**src/rtl/slope_adc_pkg.sv**
```systemverilog
package slope_adc_pkg;

  typedef enum logic [2:0] {
    ST_IDLE,
    ST_RST,
    ST_INT,
    ST_DIS,
    ST_SHF,
    ST_FIN
  } adc_state_t;

  // strobes from the sequencer to the datapath
  typedef struct packed {
    logic tmrLoadRst;
    logic tmrLoadInt;
    logic tmrDec;
    logic cntClr;
    logic cntInc;
    logic latchRes;
    logic shStep;
    logic ovfClr;
    logic calInit;
    logic calDecide;
  } adc_stb_t;

endpackage

```
**src/rtl/slope_adc_dp.sv**
```systemverilog
module slope_adc_dp
  import slope_adc_pkg::*;
#(
  parameter int CNT_W = 10,
  parameter int DAC_W = 9,
  parameter int TMR_W = 16,
  parameter int RST_W = 8
) (
  input  logic             clk,
  input  logic             rstN,
  input  adc_stb_t         stb,
  input  logic             cmpTrip,
  input  logic [RST_W-1:0] rstLen,
  input  logic [TMR_W-1:0] intLen,
  output logic             tmrZero,
  output logic             cntHit,
  output logic             shLast,
  output logic             bitZero,
  output logic [DAC_W-1:0] dacCode,
  output logic             serData,
  output logic             overflow
);
  localparam int BIT_W = (DAC_W > 1) ? $clog2(DAC_W) : 1;
  localparam int SH_W  = $clog2(CNT_W);
  localparam logic [CNT_W-1:0] CNT_MAX = '1;
  localparam logic [CNT_W-1:0] MID     = {1'b0, {(CNT_W-1){1'b1}}};
  localparam logic [DAC_W-1:0] DAC_TOP = {1'b1, {(DAC_W-1){1'b0}}};
  localparam logic [DAC_W-1:0] DAC_ONE = {{(DAC_W-1){1'b0}}, 1'b1};

  logic [TMR_W-1:0] tmr;
  logic [CNT_W-1:0] cnt;
  logic [CNT_W-1:0] shReg;
  logic [SH_W-1:0]  bitCnt;
  logic [BIT_W-1:0] bitIdx;
  logic [CNT_W-1:0] resNext;
  logic [DAC_W-1:0] bitMask;
  logic [DAC_W-1:0] dacAfter;
  logic [TMR_W-1:0] rstExt;

  assign rstExt  = {{(TMR_W-RST_W){1'b0}}, rstLen};
  assign tmrZero = (tmr == '0);
  assign cntHit  = (cnt == CNT_MAX);
  assign shLast  = (bitCnt == '0);
  assign bitZero = (bitIdx == '0);
  assign serData = shReg[CNT_W-1];
  assign resNext = cmpTrip ? cnt : CNT_MAX;
  assign bitMask = DAC_ONE << bitIdx;

  always_comb begin
    dacAfter = dacCode;
    if (!(resNext > MID)) dacAfter = dacAfter & ~bitMask;
    if (bitIdx != '0)     dacAfter = dacAfter | (bitMask >> 1);
  end

  // phase timer: loaded with length-1, zero length treated as one
  always_ff @(posedge clk or negedge rstN) begin
    if (!rstN) tmr <= '0;
    else if (stb.tmrLoadRst) tmr <= (rstExt == '0) ? '0 : rstExt - 1'b1;
    else if (stb.tmrLoadInt) tmr <= (intLen == '0) ? '0 : intLen - 1'b1;
    else if (stb.tmrDec)     tmr <= tmr - 1'b1;
  end

  always_ff @(posedge clk or negedge rstN) begin
    if (!rstN) cnt <= '0;
    else if (stb.cntClr) cnt <= '0;
    else if (stb.cntInc) cnt <= cnt + 1'b1;
  end

  always_ff @(posedge clk or negedge rstN) begin
    if (!rstN) begin
      shReg    <= '0;
      bitCnt   <= '0;
      overflow <= 1'b0;
    end else begin
      if (stb.ovfClr) overflow <= 1'b0;
      if (stb.latchRes) begin
        shReg    <= resNext;
        bitCnt   <= SH_W'(CNT_W-1);
        overflow <= !cmpTrip;
      end else if (stb.shStep) begin
        shReg  <= {shReg[CNT_W-2:0], 1'b0};
        bitCnt <= bitCnt - 1'b1;
      end
    end
  end

  // successive-approximation trim search
  always_ff @(posedge clk or negedge rstN) begin
    if (!rstN) begin
      dacCode <= '0;
      bitIdx  <= '0;
    end else if (stb.calInit) begin
      dacCode <= DAC_TOP;
      bitIdx  <= BIT_W'(DAC_W-1);
    end else if (stb.calDecide) begin
      dacCode <= dacAfter;
      if (bitIdx != '0) bitIdx <= bitIdx - 1'b1;
    end
  end

  // a result taken without a trip must be at full count
  assert_sat_at_max_R3: assert property (@(posedge clk) disable iff (!rstN)
    (stb.latchRes && !cmpTrip) |-> cntHit);

endmodule

```
**src/rtl/slope_adc_ctl.sv**
```systemverilog
module slope_adc_ctl
  import slope_adc_pkg::*;
(
  input  logic     clk,
  input  logic     rstN,
  input  logic     startReq,
  input  logic     calReq,
  input  logic     cmpTrip,
  input  logic     tmrZero,
  input  logic     cntHit,
  input  logic     shLast,
  input  logic     bitZero,
  output adc_stb_t stb,
  output logic     intRst,
  output logic     intEn,
  output logic     dischEn,
  output logic     serStrobe,
  output logic     done,
  output logic     calActive
);
  adc_state_t state, stateNext;
  logic calMode, calModeNext;
  logic finish;

  assign finish = cmpTrip || cntHit;

  always_comb begin
    stb         = '0;
    stateNext   = state;
    calModeNext = calMode;
    unique case (state)
      ST_IDLE: begin
        if (calReq) begin
          stb.calInit    = 1'b1;
          stb.tmrLoadRst = 1'b1;
          calModeNext    = 1'b1;
          stateNext      = ST_RST;
        end else if (startReq) begin
          stb.ovfClr     = 1'b1;
          stb.tmrLoadRst = 1'b1;
          calModeNext    = 1'b0;
          stateNext      = ST_RST;
        end
      end
      ST_RST: begin
        if (tmrZero) begin
          stb.tmrLoadInt = 1'b1;
          stateNext      = ST_INT;
        end else stb.tmrDec = 1'b1;
      end
      ST_INT: begin
        if (tmrZero) begin
          stb.cntClr = 1'b1;
          stateNext  = ST_DIS;
        end else stb.tmrDec = 1'b1;
      end
      ST_DIS: begin
        if (finish) begin
          if (calMode) begin
            stb.calDecide = 1'b1;
            if (bitZero) stateNext = ST_FIN;
            else begin
              stb.tmrLoadRst = 1'b1;
              stateNext      = ST_RST;
            end
          end else begin
            stb.latchRes = 1'b1;
            stateNext    = ST_SHF;
          end
        end else stb.cntInc = 1'b1;
      end
      ST_SHF: begin
        stb.shStep = 1'b1;
        if (shLast) stateNext = ST_FIN;
      end
      ST_FIN: begin
        calModeNext = 1'b0;
        stateNext   = ST_IDLE;
      end
      default: stateNext = ST_IDLE;
    endcase
  end

  always_ff @(posedge clk or negedge rstN) begin
    if (!rstN) begin
      state   <= ST_IDLE;
      calMode <= 1'b0;
    end else begin
      state   <= stateNext;
      calMode <= calModeNext;
    end
  end

  assign intRst    = (state == ST_RST);
  assign intEn     = (state == ST_INT);
  assign dischEn   = (state == ST_DIS);
  assign serStrobe = (state == ST_SHF);
  assign done      = (state == ST_FIN);
  assign calActive = calMode && (state != ST_IDLE);

  assert_phase_exclusive_R1: assert property (@(posedge clk) disable iff (!rstN)
    $onehot0({intRst, intEn, dischEn, serStrobe}));

  assert_disch_follows_R2: assert property (@(posedge clk) disable iff (!rstN)
    $fell(intEn) |-> dischEn);

  assert_done_after_shift_R5: assert property (@(posedge clk) disable iff (!rstN)
    (done && !calMode) |-> $past(serStrobe));

  assert_cal_quiet_R7: assert property (@(posedge clk) disable iff (!rstN)
    calActive |-> !serStrobe);

endmodule

```
**src/rtl/slope_adc_ctrl.sv**
```systemverilog
module slope_adc_ctrl
  import slope_adc_pkg::*;
#(
  parameter int CNT_W = 10,
  parameter int DAC_W = 9,
  parameter int TMR_W = 16,
  parameter int RST_W = 8
) (
  input  logic             clk,
  input  logic             rstN,
  input  logic             startReq,
  input  logic             calReq,
  input  logic             cmpTrip,
  input  logic [RST_W-1:0] rstLen,
  input  logic [TMR_W-1:0] intLen,
  output logic             intRst,
  output logic             intEn,
  output logic             dischEn,
  output logic [DAC_W-1:0] dacCode,
  output logic             serData,
  output logic             serStrobe,
  output logic             done,
  output logic             overflow
);
  adc_stb_t stb;
  logic tmrZero, cntHit, shLast, bitZero, calActive;

  slope_adc_ctl u_ctl (
    .clk(clk), .rstN(rstN), .startReq(startReq), .calReq(calReq),
    .cmpTrip(cmpTrip), .tmrZero(tmrZero), .cntHit(cntHit),
    .shLast(shLast), .bitZero(bitZero), .stb(stb),
    .intRst(intRst), .intEn(intEn), .dischEn(dischEn),
    .serStrobe(serStrobe), .done(done), .calActive(calActive)
  );

  slope_adc_dp #(.CNT_W(CNT_W), .DAC_W(DAC_W), .TMR_W(TMR_W), .RST_W(RST_W)) u_dp (
    .clk(clk), .rstN(rstN), .stb(stb), .cmpTrip(cmpTrip),
    .rstLen(rstLen), .intLen(intLen), .tmrZero(tmrZero),
    .cntHit(cntHit), .shLast(shLast), .bitZero(bitZero),
    .dacCode(dacCode), .serData(serData), .overflow(overflow)
  );

  // trim code frozen whenever no calibration is running
  assert_trim_frozen_R8: assert property (@(posedge clk) disable iff (!rstN)
    !calActive |-> $stable(dacCode));

endmodule

```
**config.mk**
```make
export PLATFORM = sky130hd
export DESIGN_NAME = slope_adc_ctrl
export DESIGN_NICKNAME = d
export VERILOG_FILES = /design/src/rtl/slope_adc_pkg.sv /design/src/rtl/slope_adc_dp.sv /design/src/rtl/slope_adc_ctl.sv /design/src/rtl/slope_adc_ctrl.sv
export SDC_FILE = /design/constraint.sdc
export NUM_CORES = 1
export LEC_CHECK = 0
export BUFFER_PORTS_ARGS = -buffer_cell sky130_fd_sc_hd__buf_2
export CAP_MARGIN = 30
export CORE_UTILIZATION = 60
export DETAILED_ROUTE_END_ITERATION = 12
export HOLD_SLACK_MARGIN = 0.03
export PLACE_DENSITY = 0.85
export SYNTH_ARGS = -nofsm -noshare
export SYNTH_HDL_FRONTEND = slang
export SYNTH_SLANG_ARGS = --single-unit
```
**constraint.sdc**
```tcl
create_clock -name clk -period 6.08 [get_ports clk]
set_input_delay 0 -clock clk [delete_from_list [all_inputs] [get_ports clk]]
set_output_delay 0 -clock clk [all_outputs]
set_load 0.03 [all_outputs]
```
## After elaboration in Yosys (flattened, before gate mapping)

Cells that the tools add are included.

- Add/subtract/negate cells: 6
- $lt $le $gt $ge: 1
- Equality and inequality tests: 11
- Shift-type cells: 1
- Muxes and demuxes: 55
- Bitwise operators: 3
- Reduce and logical (&&, ||, !) cells: 20

Operators with widths:

| cell | count |
|---|---|
| 16-bit two-way mux | 5 |
| 10-bit two-way mux | 5 |
| 16-bit zero test | 3 |
| 9-bit two-way mux | 4 |
| 16-bit by 1-bit subtractor with 16-bit output, second input constant | 2 |
| 3-bit two-way mux | 8 |
| 1-bit two-way mux | 23 |
| 4-bit two-way mux | 5 |
| 3-bit one-hot mux with 5 select lines | 1 |
| 2-bit nonzero test | 6 |
| 10-bit by 1-bit adder with 10-bit output, second input constant | 1 |
| 10-bit == test, second input constant | 1 |
| 10-bit by 9-bit > comparator with 1-bit output, second input constant | 1 |
| 9-bit bitwise AND | 1 |
| 9-bit inverter | 1 |
| 9-bit by 8-bit bitwise OR with 9-bit output | 1 |
| 1-bit by 4-bit << shifter with 9-bit output, first input constant | 1 |
| 8-bit by 1-bit subtractor with 9-bit output, second input constant | 1 |
| 4-bit zero test | 2 |
| 2-bit by 1-bit inequality test with 1-bit output, second input constant | 4 |
| 4-bit by 1-bit subtractor with 4-bit output, second input constant | 2 |
| 3-bit by 2-bit == test with 1-bit output, second input constant | 2 |
| 3-bit == test, second input constant | 2 |
| 5-bit AND reduction | 1 |
| other kinds (11) | 14 |

- Register bits after elaboration: 58
- Input port bits: 29
- Output and inout bits: 16
- Logic and storage cells: 106

## Longest topological paths before layout

Gate-level depths: netlist (run 1).

- Depth in word-level cells: 8
- Mapped depth: 9
- Mapped depth without buffers: 8

## Modules after synthesis

From an unflattened synthesis (run 1), not the netlist that was laid out.

- Cells, all modules: 434
- Area total of the unflattened synthesis: 3837.4 sq um

Modules (own cells, without submodules):

| module | instances | cells each | area each (sq um) | seq. area each (sq um) |
|---|---|---|---|---|
| slope_adc_dp | 1 | 391 | 3452.1 | 1351.3 |
| slope_adc_ctl | 1 | 43 | 385.4 | 100.1 |

## Least setup slack after synthesis (run 1)

Ideal clock, no wire load.

- Path type: register -> register
- From: register u_dp.cnt[0]
- To: register u_dp.cnt[9]
- Setup time: 128 ps
- Arrival time: 1891 ps
- Path slack: 4061 ps
- Stages on the path, launching flop included: 8
- Buffers on the path: 0
- Period minus slack after synthesis: 2019 ps
- Path through: dfrtp_1 -> ha_1 -> and3_1 -> a311oi_4 -> and3_1 -> and3_1 -> nand3_1 -> mux2i_1

- Cells in the longest elaborated chain, start to end: 5
- Elaborated cells on any way between the ends: 8
- Classes of those cells: add/sub (1); eq/ne (1); mux (4); reduce/logical (2)

RTL lines:

| item | line | RTL |
|---|---|---|
| from (decl) | slope_adc_dp.sv:31 | `logic [CNT_W-1:0] cnt;` |
| from (signal assigned) | slope_adc_dp.sv:66 | `else if (stb.cntInc) cnt <= cnt + 1'b1;` |
| branches (longest 5 deep; another with 10-bit by 1-bit adder with 10-bit output) | - |  |

Parallel ways; which one is timed is not known. The select of a mux whose other input is x is not followed.
A chain may end at the register's enable or synchronous reset.

## Worst setup path in the final report (run 1)

- From: register u_dp.tmr[0]
- To: register u_dp.tmr[9]

- Cells in the longest elaborated chain, start to end: 5
- Elaborated cells on any way between the ends: 10
- Classes of those cells: add/sub (1); mux (7); reduce/logical (2)

RTL lines:

| item | line | RTL |
|---|---|---|
| from (decl) | slope_adc_dp.sv:30 | `logic [TMR_W-1:0] tmr;` |
| from (signal assigned) | slope_adc_dp.sv:58 | `else if (stb.tmrLoadRst) tmr <= (rstExt == '0) ? '0 : rstExt - 1'b1;` |
| from (signal assigned) | slope_adc_dp.sv:59 | `else if (stb.tmrLoadInt) tmr <= (intLen == '0) ? '0 : intLen - 1'b1;` |
| from (signal assigned) | slope_adc_dp.sv:60 | `else if (stb.tmrDec) tmr <= tmr - 1'b1;` |
| branches (longest 5 deep; another with 16-bit by 1-bit subtractor with 16-bit output) | - |  |

Parallel ways; which one is timed is not known. The select of a mux whose other input is x is not followed.

==> results of run 1 <==
## per-stage QoR
step	instances	total power, W	util [%]	hold slack, ns	setup slack, ns
after floorplan	461	0.00133	-	-0.296	4.06
after global placement	563	0.00149	65.8	0.195	3.72
after detailed placement	563	0.00152	65.8	0.195	3.69
after CTS	584	0.00193	70.2	0.0320	3.68
after global routing	584	0.00207	70.2	0.0465	3.45
final	584	0.00194	70.2	0.0347	3.64
## repair_timing
| action | CTS | global route |
|---|---|---|
| hold buffers | 6 | 0 |
| buffers inserted | 0 | 0 |
| endpoints found under the hold margin | 63 | 0 |
## sequential cells by signal (all words and copies together) (netlist names)
register and count:
u_dp.cnt 10, u_dp.dacCode 9, u_dp.shReg 10, u_dp.overflow 1, u_dp.bitCnt 4, u_dp.bitIdx 4, u_ctl.calMode 1, u_dp.tmr 16
u_ctl.state 3
## Yosys cell counts (2+ instances only)
| library cell | count |
|---|---|
| a211oi_1 | 7 |
| a211oi_2 | 2 |
| a21o_1 | 2 |
| a21oi_1 | 15 |
| a22oi_1 | 3 |
| a31oi_1 | 9 |
| a32o_1 | 3 |
| and2_1 | 3 |
| and3_1 | 4 |
| buf_2 | 6 |
| buf_4 | 2 |
| clkbuf_1 | 11 |
| dfrtp_1 | 58 |
| ha_1 | 12 |
| inv_1 | 16 |
| mux2_2 | 4 |
| mux2i_1 | 3 |
| nand2_1 | 62 |
| nand2b_1 | 2 |
| nand3_1 | 10 |
| nand3b_1 | 3 |
| nand4_1 | 6 |
| nor2_1 | 64 |
| nor2_2 | 2 |
| nor2b_1 | 3 |
| nor3_1 | 29 |
| nor3b_1 | 13 |
| nor4_1 | 8 |
| nor4_4 | 3 |
| nor4b_1 | 2 |
| o211ai_1 | 3 |
| o21ai_0 | 13 |
| o221ai_1 | 2 |
| o31ai_1 | 3 |
| o32ai_1 | 3 |
| or3_1 | 5 |
| xnor2_1 | 16 |
| xor2_1 | 21 |
## routing by layer
layer / GRT usage [%] / up-vias / wire length, microns
li1: - / 1710 / -
met1: 37.3 / 1639 / 3880
met2: 47.5 / 126 / 4440
met3: 5.07 / 17 / 557
met4: 10.8 / 0 / 167
met5: 0 / - / 0
## where the power goes
part / internal, W / leakage, nW / switching, W
registers: 0.000530 / 0.711 / 0.000168
logic: 0.000331 / 1.11 / 0.000500
clock network: 0.000252 / 0.110 / 0.000157
total: 0.00111 / 1.93 / 0.000824
## area by class of cell
| class | count | area [sq um] | area share, % |
|---|---|---|---|
| multi-input combinational | 366 | 2340 | 52.5 |
| tap | 77 | 96.3 | 2.16 |
| clock buffer | 13 | 159 | 3.57 |
| clock inverter | 2 | 60.1 | 1.35 |
| sequential | 58 | 1450 | 32.6 |
| timing repair buffer | 51 | 288 | 6.46 |
| inverter | 17 | 63.8 | 1.43 |
## worst max-delay path: cells and delay by family (launching register included)
kind	cells	cell delay [ns]
AO/OA/AOI/OAI	2	0.76
flip-flops	1	0.41
adder cells (fa/ha/maj)	1	0.20
buffers and inverters	1	0.10
AND/OR/NAND/NOR	4	0.86
## kinds of logic after synthesis
kind of cell,synth area share (%)
XOR/XNOR,8.20
buffers and inverters,4.08
AND/OR/NAND/NOR,30.7
multiplexers,2.28
flip-flops,36.7
adder cells (fa/ha/maj),3.80
AO/OA/AOI/OAI,14.2
## path summary, 6_finish.rpt
check	end	startpoint	slack (ns)
max	u_dp.tmr[9]	u_dp.tmr[0]	3.64
min	u_dp.tmr[5]	rstLen[5]	0.03
max reg2reg	u_dp.tmr[9]	u_dp.tmr[0]	3.64
min reg2reg	u_dp.shReg[9]	u_dp.shReg[8]	0.50
max in group asynchronous	u_dp.tmr[6]	rstN	5.26
min in group asynchronous	u_dp.shReg[3]	rstN	0.33
==> results.ini, run 1 <==
[outcome]
status=complete, no violations

[clocking]
clk-insertion-delay-late_ns=0.34
cts.path.max_buffers=2
cts_sinks=58
h-tree-depth=3
cts_tree=done
cts_resized=0
cts_root_buf=clkbuf_8
cts_buffers=9
path_clk_slew_ns=0.07

[place]
portBuffers=44
dp_hpwl_microns=6460
gp_congestion=0.985
postPlaceCellArea_sq_um=4180

[hold_path]
holdPathStages=3
hold_class=in -> reg

[detailed_routing]
avgViaCountPerCell=5.98
routedWlPerCell_microns=15.5
drtIter0Drc=190
drc=0
drt_pre_antenna_iters=5
wirelength_microns=9050
route.vias.total=3492
final_antenna_net_count=0

[logic_synthesis]
syn_nets=502
avgSynthCellArea_sq_um=8.57
synthTopCellsByArea=dfrtp_1 37%, nor2_1 6.1%, nand2_1 5.9%
synth_ff_type=dfrtp_1
synth-seq-area-share_pct=36.7
synth_edf_count=0
syn_inst=461
synth.top_cell.area_share_pct=36.7
async_flop_share_pct=100
yosysTopAreaCell=dfrtp_1
synth_seq_cells=58
yosysWarnings=0
syn_area_sq_um=3950
synthDistinctLibCells=66

[worst_setup_path]
required_ns=6.32
arrival_ns=2.68
crit_slowest_cell=o21ai_2
path_cells=inv_1 -> ha_1 -> nor4b_2 -> and4_4 -> o21ai_2 -> or2_0 -> nor2_1 -> a211oi_1
crit_fanout=15
ff2ff_path_depth=8
cp-end-kind=register
startpoint_type=register
slowest_delay_ns=0.53
critPathKind=reg -> reg

[floorplanning]
initial_utilization_pct=62.2
pin_count=45
dieArea_sq_um=6910
core-area_sq_um=6350
die_x_microns=83.2
die_y_microns=83.2
row_count=29

[layout]
layout-drive-gt1-share_pct=16.4
fillCellCount=486
n_antenna_cell=0
stdcell_area_sq_um=4460
area_growth_pct=12.8
mostFrequentLayoutCells=64 x nor2_1, 62 x nand2_1, 58 x dfrtp_1
finalNetCount=544
final_common_cell=nor2_1

[timing]
rsz0062_at_grt=false
relSlewSlack_pct=44.8
fin_skew_ns=0.00705
fmax_mhz=410
min_period_ns=2.44
setup-tns-final_ns=0
period_share_pct=40.1
finalSetupViolCount=0
hold_viol_final=0
worst_pin_slew_ns=0.817
slew_violations=0

[global_route]
grt_max_degree=59
grt_usage_pct=28.6
grt_pass1_wl_microns=15800
antenna_found_initial=0
globalRoute.totalOverflow=0
grt_pass1_vias=3373

[power_and_ir_drop]
peakVddDrop_uv=352
p_per_area_nw_per_um2=435
power_leakage_nw=1.93

[job]
cap_viol_max_count=0

Note: power is estimated with default switching activity, not from simulation.
==> run 2: changes to the inputs <==
--- a/config.mk
+++ b/config.mk
@@ -7,10 +7,10 @@
 export LEC_CHECK = 0
 export BUFFER_PORTS_ARGS = -buffer_cell sky130_fd_sc_hd__buf_2
 export CAP_MARGIN = 30
-export CORE_UTILIZATION = 60
+export CORE_UTILIZATION = 59
 export DETAILED_ROUTE_END_ITERATION = 12
 export HOLD_SLACK_MARGIN = 0.03
-export PLACE_DENSITY = 0.85
+export PLACE_DENSITY = 0.83
 export SYNTH_ARGS = -nofsm -noshare
 export SYNTH_HDL_FRONTEND = slang
 export SYNTH_SLANG_ARGS = --single-unit
==> constraint.sdc (replaced) <==
create_clock -name clk -period 2.3 [get_ports clk]
set_input_delay 0 -clock clk [delete_from_list [all_inputs] [get_ports clk]]
set_output_delay 0 -clock clk [all_outputs]
set_load 0.03 [all_outputs]
==> run 2 against run 1 <==
Against the previous run:
- the run now ends with design-rule violations left
- die area rose by 1.7%
- first-iteration DRC count fell by 5.8%
- setup slack got worse by 3.5 ns
- via count rose by 5.4%
- fmax rose by 12%
- worst hold slack improved by 0.011 ns
- global-route usage rose by 0.98 points
- cell area rose by 4.2%
- power rose to 2.8 times the previous value
- non-clock buffer count rose by 21
- critical path type unchanged
==> results.ini, run 2 (synthesis results as in run 1) <==
[outcome]
status=complete, but fails checks  ; was complete, no violations
violations=design-rule violations

[timing]
min_period_ns=2.18  ; was 2.44 ns
slew_violations=0  ; unchanged
setup-tns-final_ns=0  ; unchanged
rsz0062_at_grt=false  ; unchanged
hold_viol_final=0  ; unchanged
fmax_mhz=458  ; was 410 MHz
relSlewSlack_pct=53.2  ; was 44.8%
worst_pin_slew_ns=0.695  ; was 0.817 ns
finalSetupViolCount=0  ; unchanged
period_share_pct=94.9  ; was 40.1%
fin_skew_ns=0.0126  ; was 0.00705 ns

[detailed_routing]
drtIter0Drc=179  ; was 190
route.vias.total=3681  ; was 3,492
final_antenna_net_count=0  ; unchanged
routedWlPerCell_microns=16.0  ; was 15.5 microns
drt_pre_antenna_iters=8  ; was 5
avgViaCountPerCell=6.07  ; was 5.98
drc=7  ; was 0
wirelength_microns=9710  ; was 9050 microns

[place]
portBuffers=44  ; unchanged
dp_hpwl_microns=7100  ; was 6460 microns
postPlaceCellArea_sq_um=4330  ; was 4180 sq um
gp_congestion=0.948  ; was 0.985

[worst_setup_path]
required_ns=2.53  ; was 6.32 ns
startpoint_type=register  ; unchanged
cp-end-kind=register  ; unchanged
crit_fanout=16  ; was 15
ff2ff_setup_slack_ns=0.12  ; was 3.64 ns
arrival_ns=2.41  ; was 2.68 ns
critPathKind=reg -> reg  ; unchanged
r2r-end=u_ctl.state[1]  ; was u_dp.tmr[9]
ff2ff_path_depth=7  ; was 8
rr_startpoint=u_dp.tmr[0]  ; unchanged

[floorplanning]
die_y_microns=83.8  ; was 83.2 microns
row_count=29  ; unchanged
dieArea_sq_um=7030  ; was 6910 sq um
pin_count=45  ; unchanged
core-area_sq_um=6420  ; was 6350 sq um
initial_utilization_pct=61.5  ; was 62.2%
die_x_microns=83.8  ; was 83.2 microns

[hold_path]
hold_start=rstLen[3]  ; was rstLen[5]
holdPathStages=3  ; unchanged
holdPathEnd=u_dp.tmr[3]  ; was u_dp.tmr[5]
hold_class=in -> reg  ; unchanged

[clocking]
clk-insertion-delay-late_ns=0.34  ; about the same
cts_sinks=58  ; unchanged
cts_buffers=9  ; unchanged
cts_tree=done  ; unchanged
h-tree-depth=3  ; unchanged
cts.path.max_buffers=2  ; unchanged
path_clk_slew_ns=0.07  ; about the same
cts_root_buf=clkbuf_8  ; unchanged

[global_route]
globalRoute.totalOverflow=0  ; unchanged
grt_max_degree=27  ; was 59
grt_pass1_vias=3638  ; was 3,373
antenna_found_initial=0  ; unchanged
grt_pass1_wl_microns=16600  ; was 15,800 microns
grt_usage_pct=29.6  ; was 28.6%

[layout]
area_growth_pct=17.6  ; was 12.8%
reg_top3=u_dp.tmr: 16 flops, u_dp.cnt: 10 flops, u_dp.shReg: 10 flops  ; unchanged
n_antenna_cell=0  ; unchanged
mostFrequentLayoutCells=63 x nor2_1, 62 x nand2_1, 58 x dfrtp_1  ; was 64 x nor2_1, 62 x nand2_1, 58 x dfrtp_1
regArea_sq_um=1450  ; unchanged
top_register=u_dp.tmr  ; unchanged
multi_input_area_sq_um=2350  ; was 2340 sq um
final_common_cell=nor2_1  ; unchanged
fillCellCount=511  ; was 486
finalNetCount=565  ; was 544
stdcell_area_sq_um=4650  ; was 4460 sq um
layout-drive-gt1-share_pct=20.2  ; was 16.4%
largest_reg_flops=16  ; unchanged

[power_and_ir_drop]
power_leakage_nw=2.05  ; was 1.93 nW
peakVddDrop_uv=598  ; was 352 uV
p_per_area_nw_per_um2=1150  ; was 435 nW/um^2

[job]
cap_viol_max_count=0  ; unchanged

## run 2: power by group
group	switching, W	total [W]	leakage [nW]	internal (W)
logic	0.00141	0.00245	1.23	0.00103
clock network	0.000415	0.00105	0.109	0.000636
registers	0.000437	0.00184	0.711	0.00140
total	0.00226	0.00533	2.05	0.00307
## run 2: what timing repair did
item	CTS	global route
endpoints found under the setup margin	0	13
setup buffers	0	2
hold buffers	7	0
resized for setup	0	4
endpoints found under the hold margin	30	0
## run 2: layout make-up
class | count | share of cell area, %
Clock buffer | 11 | 3.04
Sequential cell | 58 | 31.2
Timing Repair Buffer | 72 | 9.91
Inverter | 17 | 1.37
Tap cell | 77 | 2.07
Clock inverter | 5 | 1.67
Multi-Input combinational cell | 366 | 50.7
## run 2: worst max-delay path: stages (launching register included)
cell and delay, ns:
dfrtp_1 0.42, inv_1 0.12, ha_1 0.17, nor4b_4 0.21, and4_4 0.31, nand2_4 0.14
a211o_1 0.38, mux2_4 0.31
## run 2: worst max path at each step
| stage | start | to | slack [ns] | depth (start not counted) |
|---|---|---|---|---|
| 5_1_grt | u_dp.bitIdx[0] | u_dp.tmr[3] | 0.009 | 8 |
| 4_1_cts | u_dp.tmr[0] | u_dp.tmr[7] | 0.11 | 9 |
| 3_5_place_dp | u_dp.bitIdx[0] | u_dp.tmr[13] | 0.13 | 8 |
| 2_1_floorplan | u_dp.cnt[0] | u_dp.cnt[9] | 0.28 | 7 |
| 6_report | u_dp.tmr[0] | u_ctl.state[1] | 0.12 | 7 |
| 3_3_place_gp | u_dp.tmr[0] | u_ctl.state[1] | 0.19 | 7 |
## run 2: per-layer routing
| metal | track usage, % | part of all wire, % |
|---|---|---|
| met5 | 0 | 0 |
| met4 | 12.9 | 1.8 |
| met3 | 5.24 | 5.8 |
| met2 | 48.9 | 49 |
| met1 | 38.0 | 44 |
## run 2: per-stage QoR
step	power [W]	utilization (%)	hold WS, ns	std cells	worst slack [ns]
floorplan	0.00352	-	-0.296	461	0.281
global placement	0.00411	67.3	0.0180	581	0.188
detailed placement	0.00421	67.3	0.0269	581	0.133
CTS	0.00528	71.8	0.0399	604	0.106
global route	0.00570	72.3	0.0711	606	0.00949
finish	0.00533	72.3	0.0462	606	0.116
